**config.mk**
```make
export PLATFORM = sky130hd
export DESIGN_NAME = lpm_ctrl
export DESIGN_NICKNAME = d
export VERILOG_FILES = /design/src/rtl/lpm_pkg.sv /design/src/rtl/lpm_timebase.sv /design/src/rtl/lpm_rst_qual.sv /design/src/rtl/lpm_stab_timer.sv /design/src/rtl/lpm_ctrl.sv
export SDC_FILE = /design/constraint.sdc
export NUM_CORES = 1
export LEC_CHECK = 0
export BUFFER_PORTS_ARGS = -buffer_cell sky130_fd_sc_hd__buf_2
export CAP_MARGIN = 15
export CELL_PAD_IN_SITES_DETAIL_PLACEMENT = 0
export CELL_PAD_IN_SITES_GLOBAL_PLACEMENT = 1
export CORE_MARGIN = 2
export CORE_UTILIZATION = 44
export CTS_CLUSTER_SIZE = 16
export DETAILED_ROUTE_END_ITERATION = 6
export MAX_ROUTING_LAYER = met4
export PLACE_DENSITY = 0.78
export SYNTH_ARGS = -nofsm -noshare
export SYNTH_HDL_FRONTEND = slang
export SYNTH_SLANG_ARGS = --single-unit
```
**constraint.sdc**
```tcl
create_clock -name clk -period 4.7 [get_ports clk]
set_input_delay 0.235 -clock clk [delete_from_list [all_inputs] [get_ports clk]]
set_output_delay 0.235 -clock clk [all_outputs]
set_load 0.005 [all_outputs]
```
**src/rtl/lpm_pkg.sv**
```systemverilog
package lpm_pkg;
   typedef enum logic [2:0] {
      PM_RUN    = 3'd0,
      PM_IDLE   = 3'd1,
      PM_RSTWIN = 3'd2,
      PM_PDOWN  = 3'd3,
      PM_RESET  = 3'd4,
      PM_STAB   = 3'd5
   } pm_state_e;
endpackage

```
**src/rtl/lpm_timebase.sv**
```systemverilog
// Machine-cycle grid: divide-by-two phase flop feeding a state counter.
module lpm_timebase #(
   parameter int unsigned STATES_PER_MC = 6
) (
   input  logic clk,
   input  logic rst_n,
   input  logic run,
   output logic mc_tick
);
   localparam int unsigned SW = (STATES_PER_MC > 1) ? $clog2(STATES_PER_MC) : 1;
   localparam logic [SW-1:0] LAST = SW'(STATES_PER_MC - 1);

   if (STATES_PER_MC < 1) begin : g_bad_states
      $error("lpm_timebase: STATES_PER_MC must be at least 1");
   end

   logic          phase_q;
   logic [SW-1:0] state_q;

   always_ff @(posedge clk or negedge rst_n) begin
      if (!rst_n) begin
         phase_q <= 1'b0;
         state_q <= '0;
      end else if (run) begin
         phase_q <= ~phase_q;
         if (phase_q) begin
            state_q <= (state_q == LAST) ? '0 : state_q + SW'(1);
         end
      end
   end

   assign mc_tick = run & phase_q & (state_q == LAST);


   tick_gap_chk: assert property (@(posedge clk) disable iff (!rst_n)
      mc_tick |=> !mc_tick);
endmodule

```
**src/rtl/lpm_rst_qual.sv**
```systemverilog
// Counts consecutive boundaries with the reset pin high.
module lpm_rst_qual #(
   parameter int unsigned QUAL_MC = 2
) (
   input  logic clk,
   input  logic rst_n,
   input  logic mc_tick,
   input  logic rst_pin,
   output logic rst_seen
);
   localparam int unsigned QW = $clog2(QUAL_MC + 1);
   localparam logic [QW-1:0] TOP = QW'(QUAL_MC - 1);

   if (QUAL_MC < 1) begin : g_bad_qual
      $error("lpm_rst_qual: QUAL_MC must be at least 1");
   end

   logic [QW-1:0] run_q;

   always_ff @(posedge clk or negedge rst_n) begin
      if (!rst_n) begin
         run_q <= '0;
      end else if (mc_tick) begin
         if (!rst_pin)          run_q <= '0;
         else if (run_q != TOP) run_q <= run_q + QW'(1);
      end
   end

   assign rst_seen = mc_tick & rst_pin & (run_q == TOP);


   qual_range_chk: assert property (@(posedge clk) disable iff (!rst_n)
      run_q <= TOP);
endmodule

```
**src/rtl/lpm_stab_timer.sv**
```systemverilog
// Counts machine cycles of oscillator settling; a zero limit removes the counter.
module lpm_stab_timer #(
   parameter int unsigned STAB_CYCLES = 4
) (
   input  logic clk,
   input  logic rst_n,
   input  logic active,
   input  logic mc_tick,
   output logic done
);
   if (STAB_CYCLES == 0) begin : g_none
      assign done = 1'b1;
   end else begin : g_count
      localparam int unsigned CW = (STAB_CYCLES > 1) ? $clog2(STAB_CYCLES) : 1;
      localparam logic [CW-1:0] LIM = CW'(STAB_CYCLES - 1);
      logic [CW-1:0] cnt_q;

      always_ff @(posedge clk or negedge rst_n) begin
         if (!rst_n)        cnt_q <= '0;
         else if (!active)  cnt_q <= '0;
         else if (mc_tick && cnt_q != LIM) cnt_q <= cnt_q + CW'(1);
      end

      assign done = active & mc_tick & (cnt_q == LIM);


      stab_limit_chk: assert property (@(posedge clk) disable iff (!rst_n)
         cnt_q <= LIM);
   end
endmodule

```
**src/rtl/lpm_ctrl.sv**
```systemverilog
module lpm_ctrl
   import lpm_pkg::*;
#(
   parameter int unsigned STATES_PER_MC = 6,
   parameter int unsigned QUAL_MC       = 2,
   parameter int unsigned STAB_CYCLES   = 4
) (
   input  logic clk,
   input  logic rst_n,
   input  logic rst_pin,
   input  logic idle_req,
   input  logic pdown_req,
   input  logic irq_pend,
   output logic cpu_clk_en,
   output logic per_clk_en,
   output logic osc_en,
   output logic int_rst,
   output logic ram_wr_inhibit
);
   localparam bit HAS_STAB = (STAB_CYCLES != 0);

   pm_state_e state_q, state_d;
   logic      from_pd_q, from_pd_d;
   logic      mc_tick, rst_seen, stab_done;

   lpm_timebase #(.STATES_PER_MC(STATES_PER_MC)) u_tb (
      .clk(clk), .rst_n(rst_n), .run(osc_en), .mc_tick(mc_tick));

   lpm_rst_qual #(.QUAL_MC(QUAL_MC)) u_qual (
      .clk(clk), .rst_n(rst_n), .mc_tick(mc_tick), .rst_pin(rst_pin),
      .rst_seen(rst_seen));

   lpm_stab_timer #(.STAB_CYCLES(STAB_CYCLES)) u_stab (
      .clk(clk), .rst_n(rst_n), .active(state_q == PM_STAB),
      .mc_tick(mc_tick), .done(stab_done));

   always_comb begin
      state_d   = state_q;
      from_pd_d = from_pd_q;
      unique case (state_q)
         PM_RUN: begin
            if (rst_seen)       state_d = PM_RESET;
            else if (pdown_req) state_d = PM_PDOWN;
            else if (idle_req)  state_d = PM_IDLE;
         end
         PM_IDLE: begin
            if (rst_seen)                state_d = PM_RESET;
            else if (mc_tick && rst_pin) state_d = PM_RSTWIN;
            else if (irq_pend)           state_d = PM_RUN;
         end
         PM_RSTWIN: begin
            if (rst_seen)                 state_d = PM_RESET;
            else if (mc_tick && !rst_pin) state_d = PM_RUN;
         end
         PM_PDOWN: begin
            if (rst_pin) begin
               state_d   = PM_RESET;
               from_pd_d = 1'b1;
            end
         end
         PM_RESET: begin
            if (mc_tick && !rst_pin) begin
               if (from_pd_q && HAS_STAB) begin
                  state_d = PM_STAB;
               end else begin
                  state_d   = PM_RUN;
                  from_pd_d = 1'b0;
               end
            end
         end
         PM_STAB: begin
            if (mc_tick && rst_pin) begin
               state_d = PM_RESET;
            end else if (stab_done) begin
               state_d   = PM_RUN;
               from_pd_d = 1'b0;
            end
         end
         default: state_d = PM_RESET;
      endcase
   end

   always_ff @(posedge clk or negedge rst_n) begin
      if (!rst_n) begin
         state_q   <= PM_RESET;
         from_pd_q <= 1'b0;
      end else begin
         state_q   <= state_d;
         from_pd_q <= from_pd_d;
      end
   end

   always_comb begin
      osc_en         = (state_q != PM_PDOWN);
      cpu_clk_en     = (state_q == PM_RUN) || (state_q == PM_RSTWIN) || (state_q == PM_RESET);
      per_clk_en     = (state_q != PM_PDOWN) && (state_q != PM_STAB);
      int_rst        = (state_q == PM_RESET) || (state_q == PM_STAB);
      ram_wr_inhibit = (state_q == PM_RSTWIN) || int_rst;
   end


   pdown_entry_chk: assert property (@(posedge clk) disable iff (!rst_n)
      (state_q == PM_RUN && pdown_req && !rst_seen) |=> (!osc_en && !cpu_clk_en && !per_clk_en));


   pdown_hold_chk: assert property (@(posedge clk) disable iff (!rst_n)
      (!osc_en && !rst_pin) |=> !osc_en);


   idle_wake_chk: assert property (@(posedge clk) disable iff (!rst_n)
      (state_q == PM_IDLE && irq_pend && !rst_pin) |=> (cpu_clk_en && !ram_wr_inhibit));


   rst_ram_chk: assert property (@(posedge clk) disable iff (!rst_n)
      int_rst |-> (ram_wr_inhibit && osc_en));


   release_chk: assert property (@(posedge clk) disable iff (!rst_n)
      $fell(int_rst) |-> (cpu_clk_en && per_clk_en && !ram_wr_inhibit));
endmodule

```
Yosys cells after proc, flatten, opt, wreduce, memory -nomap -nowiden
Index checks and enable logic that the tools add are counted.

cells by class
  $add $sub $neg = 3
  equal/unequal tests = 22
  multiplexer cells = 25
  bitwise operators = 7
  reduce and logical (&&, ||, !) cells = 15

operators by type and width
  kind                 count
  $mux 3               14
  $pmux 3 s6           1
  $ne 2x2->1 const B   6
  $eq 3x3->1 const B   3
  $ne 3x3->1 const B   3
  $mux 2               4
  $ne 4x4->1 const B   2
  $and 1x1->1          6
  $eq 3x2->1 const B   2
  $reduce_and 6->1     1
  $mux 1               5
  $reduce_and 5->1     1
  $add 2x1->2 const B  2
  $logic_and 1x1->1    4
  $logic_or 1x1->1     4
  $ne 2x1->1 const B   2
  $reduce_and 2->1     2
  $add 3x1->3 const B  1
  $eq 3x1->1 const B   1
  $logic_not 3->1      1
  $ne 3x2->1 const B   1
  $pmux 1 s3           1
  $reduce_bool 3->1    1
  $eq 2x1->1 const B   1
  other kinds (3)      3

word-level totals
  bits in registers = 12
  input bits = 6
  output and inout port bits = 5
  logic and storage cells = 78

Depth between registers and ports, before layout
Gate-level depths: netlist of the first run.

  depth in word-level cells = 8
  depth in mapped cells = 8
  mapped depth without buffers = 7

Modules after synthesis
From an unflattened synthesis of the first run, not the netlist that was laid out.

unflattened totals
  cell total of the unflattened synthesis = 83
  area total of the unflattened synthesis = 777.0 um2

modules (own cells, without submodules)
  module          times used  cells an instance  area an instance (um2)  seq. area each (um2)
  lpm_ctrl        1           48                 356.6                   101.3
  lpm_timebase    1           13                 171.4                   100.1
  lpm_rst_qual    1           11                 127.6                   50.0
  lpm_stab_timer  1           11                 121.4                   50.0

Worst setup path before layout of the first run
Ideal clock, no wire load.

  path kind = register to register
  start point = reg state_q[1]
  end point = reg state_q[2]
  library setup time = 0.079 ns
  arrival time = 1.620 ns
  data required time = 4.621 ns
  slack = 3.000 ns
  cell stages (with the launch flop) = 7
  buffers on the path = 1
  period minus slack after synthesis = 1.700 ns
  cell sequence = dfrtp_1 > buf_6 > or4_4 > a211oi_2 > a31oi_1 > o211a_2 > a22o_1

on the way
  cells in the longest elaborated chain, start to end = 7
  elaborated cells between the ends (all ways) = 28
  classes of those cells = 12 x eq/ne; 6 x mux; 6 x bitwise; 4 x reduce/logical

RTL lines
  item                                                      RTL line            RTL
  start: declaration                                        lpm_ctrl.sv:22      pm_state_e state_q, state_d;
  start signal: assignment                                  lpm_ctrl.sv:88      state_q <= state_d;
  $ne 3x2->1                                                lpm_ctrl.sv:94      osc_en = (state_q != PM_PDOWN);
  $and 1x1->1 (2 in a row)                                  lpm_timebase.sv:32  assign mc_tick = run & phase_q & (state_q == LAST);
  $and 1x1->1, or another cell as far along (2 in a row)    lpm_rst_qual.sv:29  assign rst_seen = mc_tick & rst_pin & (run_q == TOP);
  $ne 4x4->1 (no line), or another cell as far along        n/a
  $reduce_and 6->1 (no line) or $pmux 3 s6 (tied branches)  n/a

Parallel ways exist; a longest one is shown, timed or not.
A chain may end at the register's enable or synchronous reset.

Worst setup path in the final report of the first run
  start point = reg state_q[2]
  end point = reg state_q[1]

The elaborated chain is that of the path after synthesis.

==> results of run 1 <==
-- kinds of logic (layout without fill, tap and decap cells) --
family,after synthesis,count (layout)
flip-flops,12,12
buffers and inverters,11,20
AO/OA/AOI/OAI,30,30
multiplexers,1,1
XOR/XNOR,3,3
AND/OR/NAND/NOR,39,39
adder cells (fa/ha/maj),2,2
-- where the power goes --
group / switching (mW) / internal [mW] / leakage, nW
clock: 0.0368 / 0.0472 / 0.0210
combinational: 0.141 / 0.128 / 0.233
sequential: 0.0681 / 0.147 / 0.143
total: 0.245 / 0.322 / 0.397
-- how the worst max path moves through the flow --
stage / from / end / slack [ns] / cells past startpoint
after global placement: state_q[2] / state_q[1] / 2.72 / 7
after CTS: state_q[2] / state_q[1] / 2.71 / 7
after floorplan: state_q[1] / state_q[2] / 3.00 / 6
final: state_q[2] / state_q[1] / 2.71 / 7
after global routing: state_q[2] / state_q[1] / 2.58 / 7
after detailed placement: state_q[2] / state_q[1] / 2.72 / 7
-- layout by cell type, fill, tap and decap left out, types with 2 or more instances in the layout --
master,Yosys,routed
ha_1,2,2
nor3_1,3,3
nand2b_1,3,3
inv_1,3,3
nor2_1,5,5
a21o_1,2,2
dfrtp_1,11,11
and2_1,2,2
nor2b_1,4,4
a31oi_1,3,3
nand2_1,13,13
nand3_1,4,4
a22o_1,2,2
inv_2,2,2
xnor2_1,2,2
a21oi_1,6,6
buf_2,1,10
o21ai_0,8,8
clkbuf_4,0,3
-- per-layer routing --
metal  wire (um)  vias to the layer above
met2         744                       13
met1         868                      324
met4           8                        0
li1            -                      367
met5           0                        -
met3          83                        2
-- state kept, by name (all words and copies together) (netlist names) --
name	cells
from_pd_q	1
state_q	3
u_qual.run_q	2
u_stab.g_count.cnt_q	2
u_tb.phase_q	1
u_tb.state_q	3
-- worst max-delay path: stages (launching register included) --
cell and delay [ns]:
dfstp_2 0.66, nand2b_1 0.22, nor2_4 0.05, inv_2 0.12, and2_1 0.27, a31oi_1 0.11
or3b_1 0.37, mux2i_1 0.12
-- cell type report --
class                           instances  area share, %
Inverter                                5           2.04
Timing Repair Buffer                   11           6.53
Clock buffer                            4           3.95
Tap cell                               25           3.40
Sequential cell                        12           32.8
Multi-Input combinational cell         75           51.3
-- cell usage after synthesis --
cell	number
a22oi_1	1
a22o_1	2
nand2b_1	3
buf_2	1
or3b_1	1
ha_1	2
o32ai_1	1
xnor2_1	2
buf_6	2
a2111oi_0	1
nand3_1	4
nand4_1	1
o211ai_1	1
nand2_1	13
or4_4	1
inv_1	3
dfstp_2	1
nor2_4	1
a22oi_2	1
o21ai_0	8
o31ai_1	1
a21oi_1	6
o21a_1	1
nor2_1	5
nor3_1	3
a211oi_2	1
a31oi_1	3
o211a_2	1
a21o_1	2
nor2b_1	4
and4b_1	1
dfrtp_1	11
inv_2	2
mux2i_1	1
clkbuf_1	3
and2_1	2
xor2_1	1
==> flow_summary.yaml, run 1 <==
global_routing:
  first_global_vias: 643
  met1_usage_pct: 24.8
  grt_util_met3_pct: 5.66
  antenna_found_initial: 0
  grt_pass1_wl_mm: 2.85
  track_usage_pct: 18.7
  grt-busiest-layer: "met2"
  grt_max_degree: 17
  grt_remaining_overflow: 0
  grtUsageMet2_pct: 27.3
worst_setup_path:
  reg2reg_depth: 7
  cp.arrival_ns: 2.21
  reg2reg_to: "state_q[1]"
  worstPathMaxFanout: 12
  path_class: "flop to flop"
  required_ns: 4.91
  start_kind: "flop"
  end_kind: "flop"
  rrSetupSlack_ns: 2.71
  rr_startpoint: "state_q[2]"
sta:
  grt_setup_unrepaired: "no"
  worst_slack_ns: 2.71
  worstMarginPinSlew_ns: 0.493
  timing.hold.ws_ns: 0.325
  skew_ns: 0.00997
  hold_violations: 0
  fin_setup_tns_ns: 0
  fmax_mhz: 502
  drv_slew: 0
  slew_headroom_pct: 67.1
  post-route-period-util_pct: 42.4
  setup_viol: 0
  final.min_clock_period_ns: 1.99
layout:
  fin_util_pct: 52.7
  nets: 116
  final_area_um2: 920
  register_area_um2: 302
  layoutNonFillerInstCount: 132
  diodes: 0
  synthToLayoutAreaGrowth_pct: 10.7
  n_fill_cell: 175
  final_layout_size_suffix_gt1_share_pct: 20.6
  multi_input_area_um2: 472
synthesis:
  synth-compound-area-share_pct: 24.5
  ys_types: 37
  synthXorXnorAreaFrac_pct: 3.16
  synth.avg_cell_area_um2: 8.48
  synth_cells: 98
  synthAdderAreaFrac_pct: 3.01
  ys_ff_latch: 12
  syn_nets: 106
  synth_top_cell_by_area: "dfrtp_1"
  synth_mux_area_share_pct: 1.20
  ys_top_cells_by_area: "dfrtp_1 (33%), nand2_1 (5.9%), o21ai_0 (4.8%)"
  synth-simple-area-share_pct: 24.8
  seq_area_frac_synth_pct: 36.3
  synth_top_cell_area_share_pct: 33.1
  synth_top_family_by_area: "simple AND/OR/NAND/NOR gates"
  yosys_warnings: 0
  syn_area_um2: 831
clock_network:
  clk_pin_slew_ns: 0.08
  cts_hold_buf: 1
  cts_buffers: 3
  clockRootBuffer: "clkbuf_4"
  post_cts_buffers: 0
  worst_skew_pair.late_latency_ns: 0.28
  cts_max_path_buffers: 2
  cts_tree: "yes"
  cts_sinks: 12
  htree_levels: 1
  post_cts_resized: 0
power:
  leakage_nw: 0.397
  design_power_total_uw: 567
  power_per_cell_area_nw_per_um2: 617
  ir_worst_vdd_v: 0.000315
route:
  final_antenna_net_count: 0
  viasPerCell: 5.35
  first_iter_violations: 15
  vias: 706
  wire_per_inst_um: 12.9
  drtPass1Iterations: 4
  wl_mm: 1.70
  drc_errors: 0
place:
  place_area_um2: 873
  post-place-cells: 127
  numPortBuffers: 10
  dp_hpwl_mm: 1.22
  pre_cts_slack_ns: 2.72
  place.gp.congestion: 0.870
min_path:
  min_from: "rst_pin"
  hold_path.class: "input pin to flop"
  worstHoldEndpoint: "from_pd_q"
  holdPathStages: 3
floorplanning:
  die_x_um: 47.5
  io_pins: 11
  dieArea_um2: 2250
  rows: 15
  initial_utilization_pct: 47.6
  fp.dieH_um: 47.5
  core_area_um2: 1750
run:
  cap_violations: 0
status:
  outcome: "complete, no violations"
Power figures use the tool's default switching activity.
==> run 2: changes to the inputs <==
CORE_UTILIZATION = 41   (was 44)
PLACE_DENSITY = 0.73   (was 0.78)
clock period = 2 ns   (was 4.7 ns; I/O delays follow)
==> run 2 against run 1 <==
Against the previous run:
- via count up 5.2%
- fmax grew 13%
- worst hold slack worse by 0.13 ns
- combinational power grew to 2.8 times the previous value
- worst setup slack got worse by 2.5 ns
- cell area up 3.5%
- register-to-register slack lost 2.5 ns
- non-clock buffer count up 4
- sequential share of layout area is 1.1 points lower
- final cell count increased by 4.5%
==> flow_summary.yaml, run 2 (synthesis gave the netlist of run 1 again) <==
status:
  outcome: "complete, no violations"
clock_network:
  cts_max_path_buffers: 2
  htree_levels: 1
  clockRootBuffer: "clkbuf_4"
  cts_tree: "yes"
  worst_skew_pair.late_latency_ns: 0.28
  post_cts_buffers: 0
  cts_buffers: 3
  clk_pin_slew_ns: 0.09
  cts_sinks: 12
route:
  final_antenna_net_count: 0
  wire_per_inst_um: 12.7
  drtPass1Iterations: 4
  viasPerCell: 5.38
  wl_mm: 1.76
  drc_errors: 0
  vias: 743
  first_iter_violations: 16
  topRoutingLayerUsed: "met4"
  dr_wl_met2_um: 806
  wirelength_met1_um: 861
  wl_met3_um: 68
layout:
  diodes: 0
  top_regs: "state_q (3), u_tb.state_q (3)"
  synthToLayoutAreaGrowth_pct: 14.6
  final_cell_mix: "nand2_1 (13), dfrtp_1 (11), buf_2 (10), o21ai_0 (8), a21oi_1 (6)"
  final_area_um2: 952
  layout_commonest_cell: "nand2_1"
  final_layout_size_suffix_gt1_share_pct: 23.4
  nets: 120
sta:
  slew_headroom_pct: 77.0
  post-route-period-util_pct: 87.9
  fin_setup_tns_ns: 0
  grt_setup_unrepaired: "no"
  hold_violations: 0
  worstMarginPinSlew_ns: 0.337
  final.min_clock_period_ns: 1.76
  fmax_mhz: 569
  drv_slew: 0
  setup_viol: 0
  skew_ns: 0.00483
floorplanning:
  initial_utilization_pct: 42.8
  dieArea_um2: 2400
  fp.dieH_um: 49.0
  rows: 16
  io_pins: 11
  core_area_um2: 1940
  die_x_um: 49.0
worst_setup_path:
  worstPathMaxFanout: 7
  start_kind: "flop"
  cp_top_family: "compound AO/OA/AOI/OAI gates"
  cp.arrival_ns: 1.92
  end_kind: "flop"
  reg2reg_to: "state_q[0]"
  crit_cells: 8
  reg2reg_depth: 8
  critPathLaunch: "state_q[2]"
  rrSetupSlack_ns: 0.24
  rr_startpoint: "state_q[2]"
  path_cells: "nand2b_1 -> nor2_4 -> inv_2 -> buf_4 -> nand3_1 -> a31oi_1 -> o211a_2 -> a22oi_2"
  slowest_delay_ns: 0.53
  setup.worst_path.end: "state_q[0]"
  critPathBufInv: 2
  slowest_stage: "dfstp_2"
  path_class: "flop to flop"
  required_ns: 2.16
place:
  numPortBuffers: 10
  dp_hpwl_mm: 1.34
  place_area_um2: 906
  place.gp.congestion: 0.847
power:
  switching_power_uw: 600
  ir_worst_vdd_v: 0.000560
  comb_power_share_pct: 54.1
  internal_power_uw: 798
  leakage_nw: 0.416
  power_per_cell_area_nw_per_um2: 1470
  switching_share_pct: 42.9
  pwr-share-clk_pct: 14.5
  seqPwrFrac_pct: 31.4
global_routing:
  track_usage_pct: 17.0
  grt_max_degree: 13
  grt_remaining_overflow: 0
  grt_pass1_wl_mm: 3.15
  first_global_vias: 722
  antenna_found_initial: 0
run:
  cap_violations: 0
min_path:
  holdPathStages: 3
  hold_path.class: "input pin to flop"
## run 2: changes by cell type in the layout (fill, tap and decap cells not counted), sizes merged
cell | previous run | this run
buf | 10 | 14
## run 2: how the worst min path moves through the flow
stage / start / to / slack [ns]
final: rst_pin / from_pd_q / 0.19
after global routing: rst_pin / from_pd_q / 0.20
after CTS: rst_pin / from_pd_q / 0.18
after detailed placement: rst_n / state_q[1] / 0.00003
after global placement: rst_n / state_q[1] / -0.0006
after floorplan: rst_n / from_pd_q / -0.20
## run 2: cell type report
class | instances | area, um2
fillers | 201 | 990
multi-input cells | 75 | 472
clock buffers | 4 | 36.3
well taps | 27 | 33.8
repair buffers | 15 | 90.1
flip-flops and latches | 12 | 302
inverters | 5 | 18.8
## run 2: tightest hold or removal path, stage by stage
cell,delay [ns]
buf_2,0.17
o21ai_0,0.10
nand2_1,0.06
## run 2: power groups by stage
stage	Clock, mW	Sequential, mW	Combinational (mW)
after global routing	0.218	0.459	0.860
after global placement	0	0.443	0.759
final	0.203	0.439	0.756
after floorplan	0	0.418	0.577
after detailed placement	0	0.445	0.754
after CTS	0.205	0.439	0.761
## run 2: metrics by stage
step	utilization, %	setup slack [ns]	hold WS (ns)	power (mW)	cells
floorplan	-	0.300	-0.196	0.995	98
global placement	46.6	0.245	-0.000612	1.20	133
detailed placement	46.6	0.262	0.0000337	1.20	133
CTS	49.0	0.251	0.182	1.41	138
global route	49.0	0.159	0.197	1.54	138
finish	49.0	0.242	0.191	1.40	138
## run 2: repair_timing
| item | 4_1_cts | 5_1_grt |
|---|---|---|
| gates resized for setup | 0 | 0 |
| hold buffers | 1 | 0 |
| hold endpoints to repair | 12 | 0 |
## run 2: layer usage
| layer | vias up | GRT usage [%] |
|---|---|---|
| li1 | 375 | - |
| met1 | 350 | 23.5 |
| met2 | 15 | 25.6 |
| met3 | 3 | 2.45 |
| met4 | 0 | 6.19 |
| met5 | - | - |
